--- config.mk ---
export PLATFORM = sky130hd
export DESIGN_NAME = aux_i2c_edid_resp
export DESIGN_NICKNAME = d
export VERILOG_FILES = /design/src/rtl/aux_edid_pkg.sv /design/src/rtl/edid_table.sv /design/src/rtl/aux_i2c_session.sv /design/src/rtl/aux_reg_bank.sv /design/src/rtl/aux_i2c_edid_resp.sv
export SDC_FILE = /design/constraint.sdc
export NUM_CORES = 1
export LEC_CHECK = 0
export BUFFER_PORTS_ARGS = -buffer_cell sky130_fd_sc_hd__buf_2
export CAP_MARGIN = 20
export CORE_ASPECT_RATIO = 1.1
export CORE_MARGIN = 1
export CORE_UTILIZATION = 30
export CTS_BUF_LIST = sky130_fd_sc_hd__clkbuf_8
export DETAILED_ROUTE_END_ITERATION = 8
export HOLD_SLACK_MARGIN = 0.08
export SLEW_MARGIN = 10
export SYNTH_ARGS = -nofsm -noshare
export SYNTH_HDL_FRONTEND = slang
export SYNTH_SLANG_ARGS = --single-unit
--- constraint.sdc ---
create_clock -name clk_i -period 2.8 [get_ports clk_i]
set_input_delay 0.28 -clock clk_i [delete_from_list [all_inputs] [get_ports clk_i]]
set_output_delay 0.28 -clock clk_i [all_outputs]
set_load 0.005 [all_outputs]
--- src/rtl/aux_edid_pkg.sv ---
package aux_edid_pkg;

  typedef enum logic [2:0] {
    SEL_CTRL = 3'd0,
    SEL_D1   = 3'd1,
    SEL_D2   = 3'd2,
    SEL_D3   = 3'd3,
    SEL_D4   = 3'd4,
    SEL_D5   = 3'd5,
    SEL_NONE = 3'd7
  } reg_sel_e;

  localparam int unsigned DATA_W   = 32;
  localparam int unsigned N_DATA   = 5;
  localparam int unsigned BUSY_BIT = 31;
  localparam int unsigned DONE_BIT = 30;
  localparam int unsigned SIZE_LSB = 20;
  localparam int unsigned SIZE_W   = 5;
  localparam int unsigned OP_READ_BIT = 0;
  localparam int unsigned OP_MOT_BIT  = 2;

  localparam logic [SIZE_W-1:0] ADDR_ONLY_LEN = 5'd3;
  localparam logic [SIZE_W-1:0] READ_LEN      = 5'd4;
  localparam logic [SIZE_W-1:0] RSZ_READ      = 5'd2;
  localparam logic [SIZE_W-1:0] RSZ_WRITE     = 5'd1;
  localparam logic [7:0]        ACK_CODE      = 8'h00;
  localparam logic [7:0]        MISS_BYTE     = 8'hFF;

  typedef struct packed {
    logic [3:0]        op;
    logic [15:0]       addr;
    logic [SIZE_W-1:0] len;
  } req_hdr_t;

  function automatic reg_sel_e decode_off(input logic [7:0] off);
    case (off)
      8'h10:   return SEL_CTRL;
      8'h14:   return SEL_D1;
      8'h18:   return SEL_D2;
      8'h1C:   return SEL_D3;
      8'h20:   return SEL_D4;
      8'h24:   return SEL_D5;
      default: return SEL_NONE;
    endcase
  endfunction

endpackage

--- src/rtl/edid_table.sv ---
module edid_table #(
  parameter int unsigned DEPTH = 128,
  localparam int unsigned IDX_W = $clog2(DEPTH)
) (
  input  logic             clk_i,
  input  logic             we_i,
  input  logic [IDX_W-1:0] waddr_i,
  input  logic [7:0]       wdata_i,
  input  logic [IDX_W-1:0] raddr_i,
  output logic [7:0]       rdata_o
);

  logic [7:0] mem_q [DEPTH];

  always_ff @(posedge clk_i) begin
    if (we_i) mem_q[waddr_i] <= wdata_i;
  end

  assign rdata_o = mem_q[raddr_i];

endmodule

--- src/rtl/aux_i2c_session.sv ---
module aux_i2c_session
  import aux_edid_pkg::*;
#(
  parameter int unsigned DEPTH       = 128,
  parameter logic [15:0] TARGET_ADDR = 16'h0050,
  localparam int unsigned IDX_W = $clog2(DEPTH),
  localparam int unsigned PTR_W = $clog2(DEPTH + 1)
) (
  input  logic              clk_i,
  input  logic              rst_ni,
  input  logic              req_i,
  input  req_hdr_t          hdr_i,
  input  logic              monitor_i,
  input  logic [7:0]        tbl_byte_i,
  output logic [IDX_W-1:0]  tbl_idx_o,
  output logic              d1_wr_o,
  output logic [DATA_W-1:0] d1_val_o
);

  localparam logic [PTR_W-1:0] PTR_END = PTR_W'(DEPTH);

  logic [PTR_W-1:0] ptr_q, ptr_n;
  logic             sel_q, sel_n;
  logic             avail_q, avail_n;
  logic [7:0]       byte_c;

  always_comb begin
    sel_n    = sel_q;
    avail_n  = avail_q;
    ptr_n    = ptr_q;
    d1_wr_o  = 1'b0;
    byte_c   = 8'h00;
    d1_val_o = '0;
    if (req_i) begin
      if (hdr_i.len == ADDR_ONLY_LEN) begin
        d1_wr_o = 1'b1;
        if (!hdr_i.op[OP_MOT_BIT] || hdr_i.addr == 16'h0000) begin
          // stop, or restart toward address 0
          sel_n   = 1'b0;
          avail_n = 1'b0;
          ptr_n   = '0;
        end else if (hdr_i.addr == TARGET_ADDR) begin
          sel_n   = 1'b1;
          avail_n = avail_q | monitor_i;
        end
      end else if (!hdr_i.op[OP_READ_BIT]) begin
        d1_wr_o = 1'b1;
      end else if (hdr_i.len == READ_LEN) begin
        d1_wr_o = 1'b1;
        if (sel_q && avail_q) begin
          if (ptr_q < PTR_END) begin
            byte_c = tbl_byte_i;
            ptr_n  = ptr_q + PTR_W'(1);
          end
        end else begin
          byte_c = MISS_BYTE;
        end
      end
      d1_val_o = {ACK_CODE, byte_c, 16'h0000};
    end
  end

  always_ff @(posedge clk_i or negedge rst_ni) begin
    if (!rst_ni) begin
      ptr_q   <= '0;
      sel_q   <= 1'b0;
      avail_q <= 1'b0;
    end else begin
      ptr_q   <= ptr_n;
      sel_q   <= sel_n;
      avail_q <= avail_n;
    end
  end

  assign tbl_idx_o = ptr_q[IDX_W-1:0];

endmodule

--- src/rtl/aux_reg_bank.sv ---
module aux_reg_bank
  import aux_edid_pkg::*;
(
  input  logic                          clk_i,
  input  logic                          rst_ni,
  input  logic                          host_we_i,
  input  reg_sel_e                      host_sel_i,
  input  logic [DATA_W-1:0]             host_wdata_i,
  input  logic                          ctrl_we_i,
  input  logic [DATA_W-1:0]             ctrl_val_i,
  input  logic                          d1_we_i,
  input  logic [DATA_W-1:0]             d1_val_i,
  output logic [DATA_W-1:0]             ctrl_o,
  output logic [N_DATA-1:0][DATA_W-1:0] data_o
);

  always_ff @(posedge clk_i or negedge rst_ni) begin
    if (!rst_ni)        ctrl_o <= '0;
    else if (ctrl_we_i) ctrl_o <= ctrl_val_i;
  end

  for (genvar k = 0; k < N_DATA; k++) begin : g_data
    logic host_hit;
    logic reply_hit;
    assign host_hit  = host_we_i && (host_sel_i == reg_sel_e'(3'(k + 1)));
    assign reply_hit = (k == 0) ? d1_we_i : 1'b0;

    always_ff @(posedge clk_i or negedge rst_ni) begin
      if (!rst_ni)        data_o[k] <= '0;
      else if (reply_hit) data_o[k] <= d1_val_i;
      else if (host_hit)  data_o[k] <= host_wdata_i;
    end
  end

endmodule

--- src/rtl/aux_i2c_edid_resp.sv ---
module aux_i2c_edid_resp
  import aux_edid_pkg::*;
#(
  parameter int unsigned EDID_DEPTH  = 128,
  parameter logic [15:0] TARGET_ADDR = 16'h0050,
  localparam int unsigned IDX_W = $clog2(EDID_DEPTH)
) (
  input  logic              clk_i,
  input  logic              rst_ni,
  input  logic              wr_en_i,
  input  logic [7:0]        wr_addr_i,
  input  logic [DATA_W-1:0] wr_data_i,
  input  logic [7:0]        rd_addr_i,
  output logic [DATA_W-1:0] rd_data_o,
  input  logic              monitor_present_i,
  input  logic              tbl_we_i,
  input  logic [IDX_W-1:0]  tbl_addr_i,
  input  logic [7:0]        tbl_data_i
);

  reg_sel_e                      wr_sel;
  logic                          ctrl_wr, req, host_data_we;
  logic [DATA_W-1:0]             ctrl_q, d1_q, ctrl_reply, d1_reply;
  logic [N_DATA-1:0][DATA_W-1:0] data_q;
  logic                          d1_reply_we;
  req_hdr_t                      hdr;
  logic [IDX_W-1:0]              tbl_idx;
  logic [7:0]                    tbl_byte;

  assign wr_sel       = decode_off(wr_addr_i);
  assign ctrl_wr      = wr_en_i && (wr_sel == SEL_CTRL);
  assign req          = ctrl_wr && wr_data_i[BUSY_BIT];
  assign host_data_we = wr_en_i && (wr_sel != SEL_CTRL) && (wr_sel != SEL_NONE);
  assign d1_q         = data_q[0];

  assign hdr.op   = d1_q[31:28];
  assign hdr.addr = d1_q[23:8];
  assign hdr.len  = wr_data_i[SIZE_LSB +: SIZE_W];

  always_comb begin
    ctrl_reply = '0;
    ctrl_reply[DONE_BIT] = 1'b1;
    ctrl_reply[SIZE_LSB +: SIZE_W] = hdr.op[OP_READ_BIT] ? RSZ_READ : RSZ_WRITE;
  end

  edid_table #(.DEPTH(EDID_DEPTH)) u_table (
    .clk_i   (clk_i),
    .we_i    (tbl_we_i),
    .waddr_i (tbl_addr_i),
    .wdata_i (tbl_data_i),
    .raddr_i (tbl_idx),
    .rdata_o (tbl_byte)
  );

  aux_i2c_session #(.DEPTH(EDID_DEPTH), .TARGET_ADDR(TARGET_ADDR)) u_session (
    .clk_i      (clk_i),
    .rst_ni     (rst_ni),
    .req_i      (req),
    .hdr_i      (hdr),
    .monitor_i  (monitor_present_i),
    .tbl_byte_i (tbl_byte),
    .tbl_idx_o  (tbl_idx),
    .d1_wr_o    (d1_reply_we),
    .d1_val_o   (d1_reply)
  );

  aux_reg_bank u_regs (
    .clk_i        (clk_i),
    .rst_ni       (rst_ni),
    .host_we_i    (host_data_we),
    .host_sel_i   (wr_sel),
    .host_wdata_i (wr_data_i),
    .ctrl_we_i    (req),
    .ctrl_val_i   (ctrl_reply),
    .d1_we_i      (d1_reply_we),
    .d1_val_i     (d1_reply),
    .ctrl_o       (ctrl_q),
    .data_o       (data_q)
  );

  always_comb begin
    case (decode_off(rd_addr_i))
      SEL_CTRL: rd_data_o = ctrl_q;
      SEL_D1:   rd_data_o = data_q[0];
      SEL_D2:   rd_data_o = data_q[1];
      SEL_D3:   rd_data_o = data_q[2];
      SEL_D4:   rd_data_o = data_q[3];
      SEL_D5:   rd_data_o = data_q[4];
      default:  rd_data_o = '0;
    endcase
  end

endmodule

# Yosys cells after proc, flatten, opt, wreduce, memory -nomap -nowiden
# Memory sizes are Yosys's and may differ from the RTL's.
# Index checks and enable logic that the tools add are counted.
# W data, S select, Z words.
# op_classes
mul	0
div_mod_pow	0
addsub	1
n_reduce_logical	24
bitwise_logic	1
shifts	0
n_eq_ne	27
n_lt_le_gt_ge	1
mux	28
# op_table
cell	count
$pmux W32 S6	1
$mux W8	11
$eq A8 B5 Y1 const B	8
$mux W32	2
$pmux W3 S6	2
$eq A8 B6 Y1 const B	4
$mux W24	1
$eq A16 B7 Y1 const B	1
$logic_not A16 Y1	1
$eq A3 B2 Y1 const B	4
$eq A3 B3 Y1 const B	4
$reduce_bool A2 Y1	6
$logic_and A1 B1 Y1	10
$mux W1	10
$add A8 B1 Y8 const B	1
$lt A8 B8 Y1 const B	1
$eq A3 B1 Y1 const B	2
$logic_not A3 Y1	2
$reduce_and A6 Y1	1
$eq A5 B2 Y1 const B	1
$eq A5 B3 Y1 const B	1
$ne A3 B3 Y1 const B	1
$reduce_and A3 Y1	1
$reduce_bool A3 Y1	1
other kinds (5)	5
# totals
memories	1
latchBits	0
ramBits	1024
elab_cells	92
register_bits	176
output_inout_bits	32
rom_bits	0
in_bits	68
# memory_table
name	words	width	read_ports	rd_ports_with_merged_regs	write_ports	line_no	rtl
u_table.mem_q	128	8	1	0	1	edid_table.sv:13	logic [7:0] mem_q [DEPTH];

# Depth between registers and ports, before layout
# logic_depth
ltp_word	8
mapped_depth	11

# Modules after synthesis
# A second synthesis with hierarchy kept.
# hier_totals
hier_cells	2416
area_unflattened_um2	49875.3
# by_module_without_submodules
mod	seq_area_each_um2	instances	area_per_inst_um2	cells_each
edid_table	30749.5	1	39505.4	1627
aux_reg_bank	4804.6	1	7363.3	451
aux_i2c_edid_resp	0.0	1	1971.9	220
aux_i2c_session	250.2	1	1034.7	118

# Least setup slack after synthesis
# Ideal clock, no wire load.
# synth_path
kind	input to output
startpoint	input rd_addr_i[1]
endpoint	output rd_data_o[18]
t_required_ps	2520
setup_slack_ps	147
arrival_time_ps	2373
cell_stages	9
path_cell_list	or4_1 -> nor2_1 -> nand3b_1 -> ha_1 -> and4bb_2 -> buf_2 -> buf_1 -> a22oi_1 -> a21oi_1
# synth_between
elab_chain_cells	4
word_cells_on_any_way	14
cone_classes	eq/ne (11); mux (2); reduce/logical (1)
# synth_lines
item	line_no	rtl
start: declaration	aux_i2c_edid_resp.sv:13	input logic [7:0] rd_addr_i,
$eq A8 B6 Y1 / $eq A8 B5 Y1 (equally long branches)	aux_edid_pkg.sv:36	case (off)
$pmux W3 S6 *	aux_edid_pkg.sv:36	
$eq A3 B3 Y1 (tied with other cells)	aux_i2c_edid_resp.sv:82	case (decode_off(rd_addr_i))
$pmux W32 S6 *	aux_i2c_edid_resp.sv:82	
end: declaration	aux_i2c_edid_resp.sv:14	output logic [DATA_W-1:0] rd_data_o,
# Every way passes the cells marked *; elsewhere a longest branch is shown, timed or not.

# Final worst setup path
# layout_path
startpoint	register u_session.ptr_q[0]
endpoint	register u_regs.data_o[21] (netlist name)
# layout_between
elab_chain_cells	8
word_cells_on_any_way	9
cone_classes	order compare (1); mux (7); memory (1)
# layout_lines
item	line_no	rtl
start: declaration	aux_i2c_session.sv:22	logic [PTR_W-1:0] ptr_q, ptr_n;
start signal: assignment	aux_i2c_session.sv:69	ptr_q <= ptr_n;
$mem_v2 Z128 W8 / $lt A8 B8 Y1 (equally long branches)	n/a	
$mux W8 *	aux_i2c_session.sv:51	if (ptr_q < PTR_END) begin
$mux W8 *	aux_i2c_session.sv:50	if (sel_q && avail_q) begin
$mux W8 *	aux_i2c_session.sv:48	end else if (hdr_i.len == READ_LEN) begin
$mux W8 *	aux_i2c_session.sv:46	end else if (!hdr_i.op[OP_READ_BIT]) begin
$mux W8 *	aux_i2c_session.sv:35	if (hdr_i.len == ADDR_ONLY_LEN) begin
$mux W24 *	aux_i2c_session.sv:34	if (req_i) begin
$mux W32 *	aux_reg_bank.sv:30	else if (reply_hit) data_o[k] <= d1_val_i;
end signal: indexed assignment	aux_reg_bank.sv:30	
end signal: indexed assignment	aux_reg_bank.sv:31	else if (host_hit) data_o[k] <= host_wdata_i;
end: declaration	aux_reg_bank.sv:14	output logic [N_DATA-1:0][DATA_W-1:0] data_o
# Marked as above.
# A chain may end at the register's enable or synchronous reset.

==> flow_summary_export.csv <==
group,metric,value,unit
logic_synthesis,synth_xor_area_frac,0.0009096,
detailed_routing,dr.pass1.iters,5,
logic_synthesis,yosysUniqueCellTypes,62,
detailed_routing,drc,0,
timing,slew_violations,0,
setup_path,path_cells,"buf_12 > buf_6 > and2_1 > buf_4 > a22oi_1 > a21oi_1 > a2111oi_1 > a2111oi_2 > buf_4 > nor3_1",
placed_design,port_buffers,99,
grt,grt_pass1_vias,27500,
logic_synthesis,synthSimpleGateAreaFrac,0.03568,
logic_synthesis,synthArstFlopShare,0.1445,
floorplan,die_w,384.0,µm
grt,antenna_found_initial,1,
outcome,status,"finished with violations",
clock_tree,cts-root-buf,"clkbuf_8",
power_and_ir_drop,power.total,34.75,mW
timing,slew-limit-headroom,0.4115,
worst_hold_path,hold_end,"u_regs.data_o[17]$_DFFE_PN0P_",
timing,report.final.hold_viol_count,0,
floorplan,core,158700,µm²
timing,setup_viol,2,
setup_path,slowest_delay,0.57,ns
logic_synthesis,synth-seq-cells,1197,
power_and_ir_drop,vdd_drop_max,0.3760,mV
run,cap_violations,0,
layout,area_growth,22.23,%
worst_hold_path,hold_depth,6,
outcome,violations,"negative setup slack",
setup_path,worstPathArrival,3.64,ns
setup_path,start_kind,"flop",
logic_synthesis,syn-num-nets,2591,
power_and_ir_drop,power.leakage,20.08,nW
timing,fin_ws,-0.03818,ns
timing,finalCriticalPeriod,2.838,ns
detailed_routing,dr.first_iter.drc_count,2725,
setup_path,r2r_cells,10,
setup_path,reg2reg_slack,-0.04,ns
worst_hold_path,min_path_type,"input port to flop",
grt,grt_pass1_wl,189300,µm
placed_design,hpwl,83270,µm
detailed_routing,viasPerCell,4.999,
logic_synthesis,synth_area,48140,µm²
logic_synthesis,syn_area_per_cell,19.10,µm²
floorplan,die-area,162100,µm²
setup_path,crit_buf_inv,4,
timing,rsz0062_at_grt,"true",
grt,grt_start_max_net_pins,129,
setup_path,critPathCaptureType,"flop",
setup_path,worst-setup-path-type,"flop to flop",
layout,fillers,14620,
detailed_routing,wl_per_cell,24.16,µm
timing,finalCritPeriodShare,1.014,
setup_path,critPathRequiredTime,3.60,ns
logic_synthesis,synth_adder_area_share,0.0005198,
setup_path,crit_top_cell,"buf_4",
worst_hold_path,worstHoldStart,"wr_addr_i[7]",
detailed_routing,via_count,27000,
clock_tree,cts_tree,"yes",
floorplan,ios,100,
logic_synthesis,syn_inst,2521,
layout,final_common_cell,"edfxtp_1",
layout,drive_above_1_share,0.3807,
timing,worst_slew_pin_slew,0.8788,ns
logic_synthesis,synthMuxAreaShare,0.1800,
clock_tree,htree_num_levels,4,
setup_path,reg2reg_from,"u_session.ptr_q[0]$_DFFE_PN0P_",
clock_tree,clock_sink_count,1197,
logic_synthesis,yosysWarnings,0,
logic_synthesis,yosysSeqAreaShare,0.7286,
logic_synthesis,synth-compound-area-share,0.03802,
setup_path,worstPathMaxFanout,10,
detailed_routing,ant_nets,0,
timing,finClkSkew,0.05961,ns
clock_tree,clock_latency,0.90,ns
setup_path,r2r_end,"u_regs.data_o[21]$_DFFE_PN0P_",
grt,gr-total-overflow,0,
clock_tree,cts_buffers,194,
clock_tree,clkTransAtPathRegs,0.06,ns
timing,fmax,0.3523,GHz
power_and_ir_drop,p_per_area,590.5,nW/µm²
floorplan,rows,153,
floorplan,die_y,422.2,µm
layout,nNetsFinal,3215,
logic_synthesis,synth-edff-count,1024,
layout,mostFrequentLayoutCells,"edfxtp_1 (1024), buf_4 (351), mux4_2 (245)",
placed_design,place.gp.congestion,0.8572,
timing,setup_tns,-0.03928,ns
floorplan,start_util,0.3034,
detailed_routing,wl,130500,µm
clock_tree,cts_max_path_buffers,3,
setup_path,critPathTopFamily,"compound AO/OA/AOI/OAI gates",
logic_synthesis,synth_top_family_by_area,"multiplexers",
logic_synthesis,ys.flop_type,"edfxtp_1",
setup_path,critPathSlowestCell,"dfrtp_4",
grt,grt_use_total,0.1588,
==> worst reg2reg max path: cells and delay by family (launching register included) <==
kind,cells,cell delay [ns]
buffers and inverters,4,0.76
and+or+nand+nor,2,0.32
AOI/OAI and AO/OA,4,1.08
DFF,1,0.57
==> how the worst max path moves through the flow <==
stage / start / end / slack, ns / depth (start not counted)
after CTS: u_session.ptr_q[0]$_DFFE_PN0P_ / u_regs.data_o[16]$_DFFE_PN0P_ / -0.02 / 8
after floorplan: rd_addr_i[1] / rd_data_o[18] / 0.15 / 9
after global routing: u_session.ptr_q[0]$_DFFE_PN0P_ / u_regs.data_o[21]$_DFFE_PN0P_ / -0.06 / 10
after detailed placement: u_session.ptr_q[0]$_DFFE_PN0P_ / u_regs.data_o[17]$_DFFE_PN0P_ / -0.35 / 8
after global placement: u_session.ptr_q[1]$_DFFE_PN0P_ / u_regs.data_o[21]$_DFFE_PN0P_ / -0.37 / 7
final: u_session.ptr_q[0]$_DFFE_PN0P_ / u_regs.data_o[21]$_DFFE_PN0P_ / -0.04 / 10
==> state kept, by name (all words and copies together), names as in the netlist <==
| register | cells |
|---|---|
| u_regs.data_o | 160 |
| u_table.mem_q | 1024 |
| u_session.ptr_q | 8 |
| u_regs.ctrl_o | 3 |
| u_session.avail_q | 1 |
| u_session.sel_q | 1 |
==> cells in the mapped netlist, drive strengths merged, types with 25 or more instances <==
cell type | number | area (µm²)
o21ai | 25 | 125.1
nand2 | 77 | 289.0
edfxtp | 1024 | 30750
nor2b | 26 | 162.7
nand3 | 27 | 135.1
a22oi | 59 | 442.9
a22o | 31 | 271.5
mux2i | 95 | 950.9
mux4 | 245 | 5518
clkbuf | 62 | 232.7
a21oi | 52 | 260.3
mux2 | 195 | 2196
dfrtp | 173 | 4329
nor2 | 156 | 585.6
buf | 80 | 506.7
==> layer usage <==
metal / vias to the layer above / share of wire / GRT usage / wire, µm
met5: - / 0 / 0 / 0
met4: 0 / 0.029 / 0.05199 / 3830
met3: 222 / 0.066 / 0.03188 / 8654
met2: 1009 / 0.48 / 0.2558 / 62740
met1: 14220 / 0.42 / 0.2137 / 55260
li1: 11550 / - / - / -
==> power breakdown <==
group / switching [mW] / internal, mW / leakage (nW)
Combinational: 0.647 / 0.362 / 6.45
Sequential: 0.0828 / 19.5 / 11.6
Clock: 7.03 / 7.09 / 2.05
Total: 7.76 / 27.0 / 20.1
==> timing repair <==
action / CTS / global route
hold endpoints to repair: 1128 / 0
hold buffers: 72 / 0
pin swaps: 3 / 14
resized for setup: 24 / 37
setup endpoints to repair: 23 / 34
gates cloned: 0 / 3
setup buffers: 12 / 10
==> stage by stage <==
stage	area (µm²)	cells	worst slack, ns	util	hold slack (ns)
2_1_floorplan	48140	2521	0.1474	-	-0.01559
3_3_place_gp	53960	4944	-0.3725	0.3400	0.3574
3_5_place_dp	53960	4944	-0.3459	0.3400	0.3607
4_1_cts	58530	5386	-0.01926	0.3688	0.1181
5_1_grt	58850	5400	-0.06160	0.3708	0.1801
6_report	58850	5401	-0.03818	0.3708	0.2195
==> cell families (layout without fill, tap and decap cells) <==
group / count (synthesis) / count (layout)
xor+xnor: 5 / 5
compound gates: 257 / 257
fa+ha+maj: 2 / 2
flops: 1197 / 1197
simple gates: 371 / 371
mux: 535 / 535
other cells: 0 / 2
buf+inv: 154 / 940
==> layout make-up <==
class                      instances  area [µm²]  area share
sequential                      1197       35090      0.5963
inverter                          12       48.80   0.0008292
multi-input combinational       1170       12510      0.2125
clock inverter                   150       755.7     0.01284
tap                             2092        2618     0.04448
timing repair buffer             570        4961     0.08430
clock buffer                     208        2863     0.04865
antenna                            2       5.005  0.00008505
Note: power is estimated with default switching activity, not from simulation.
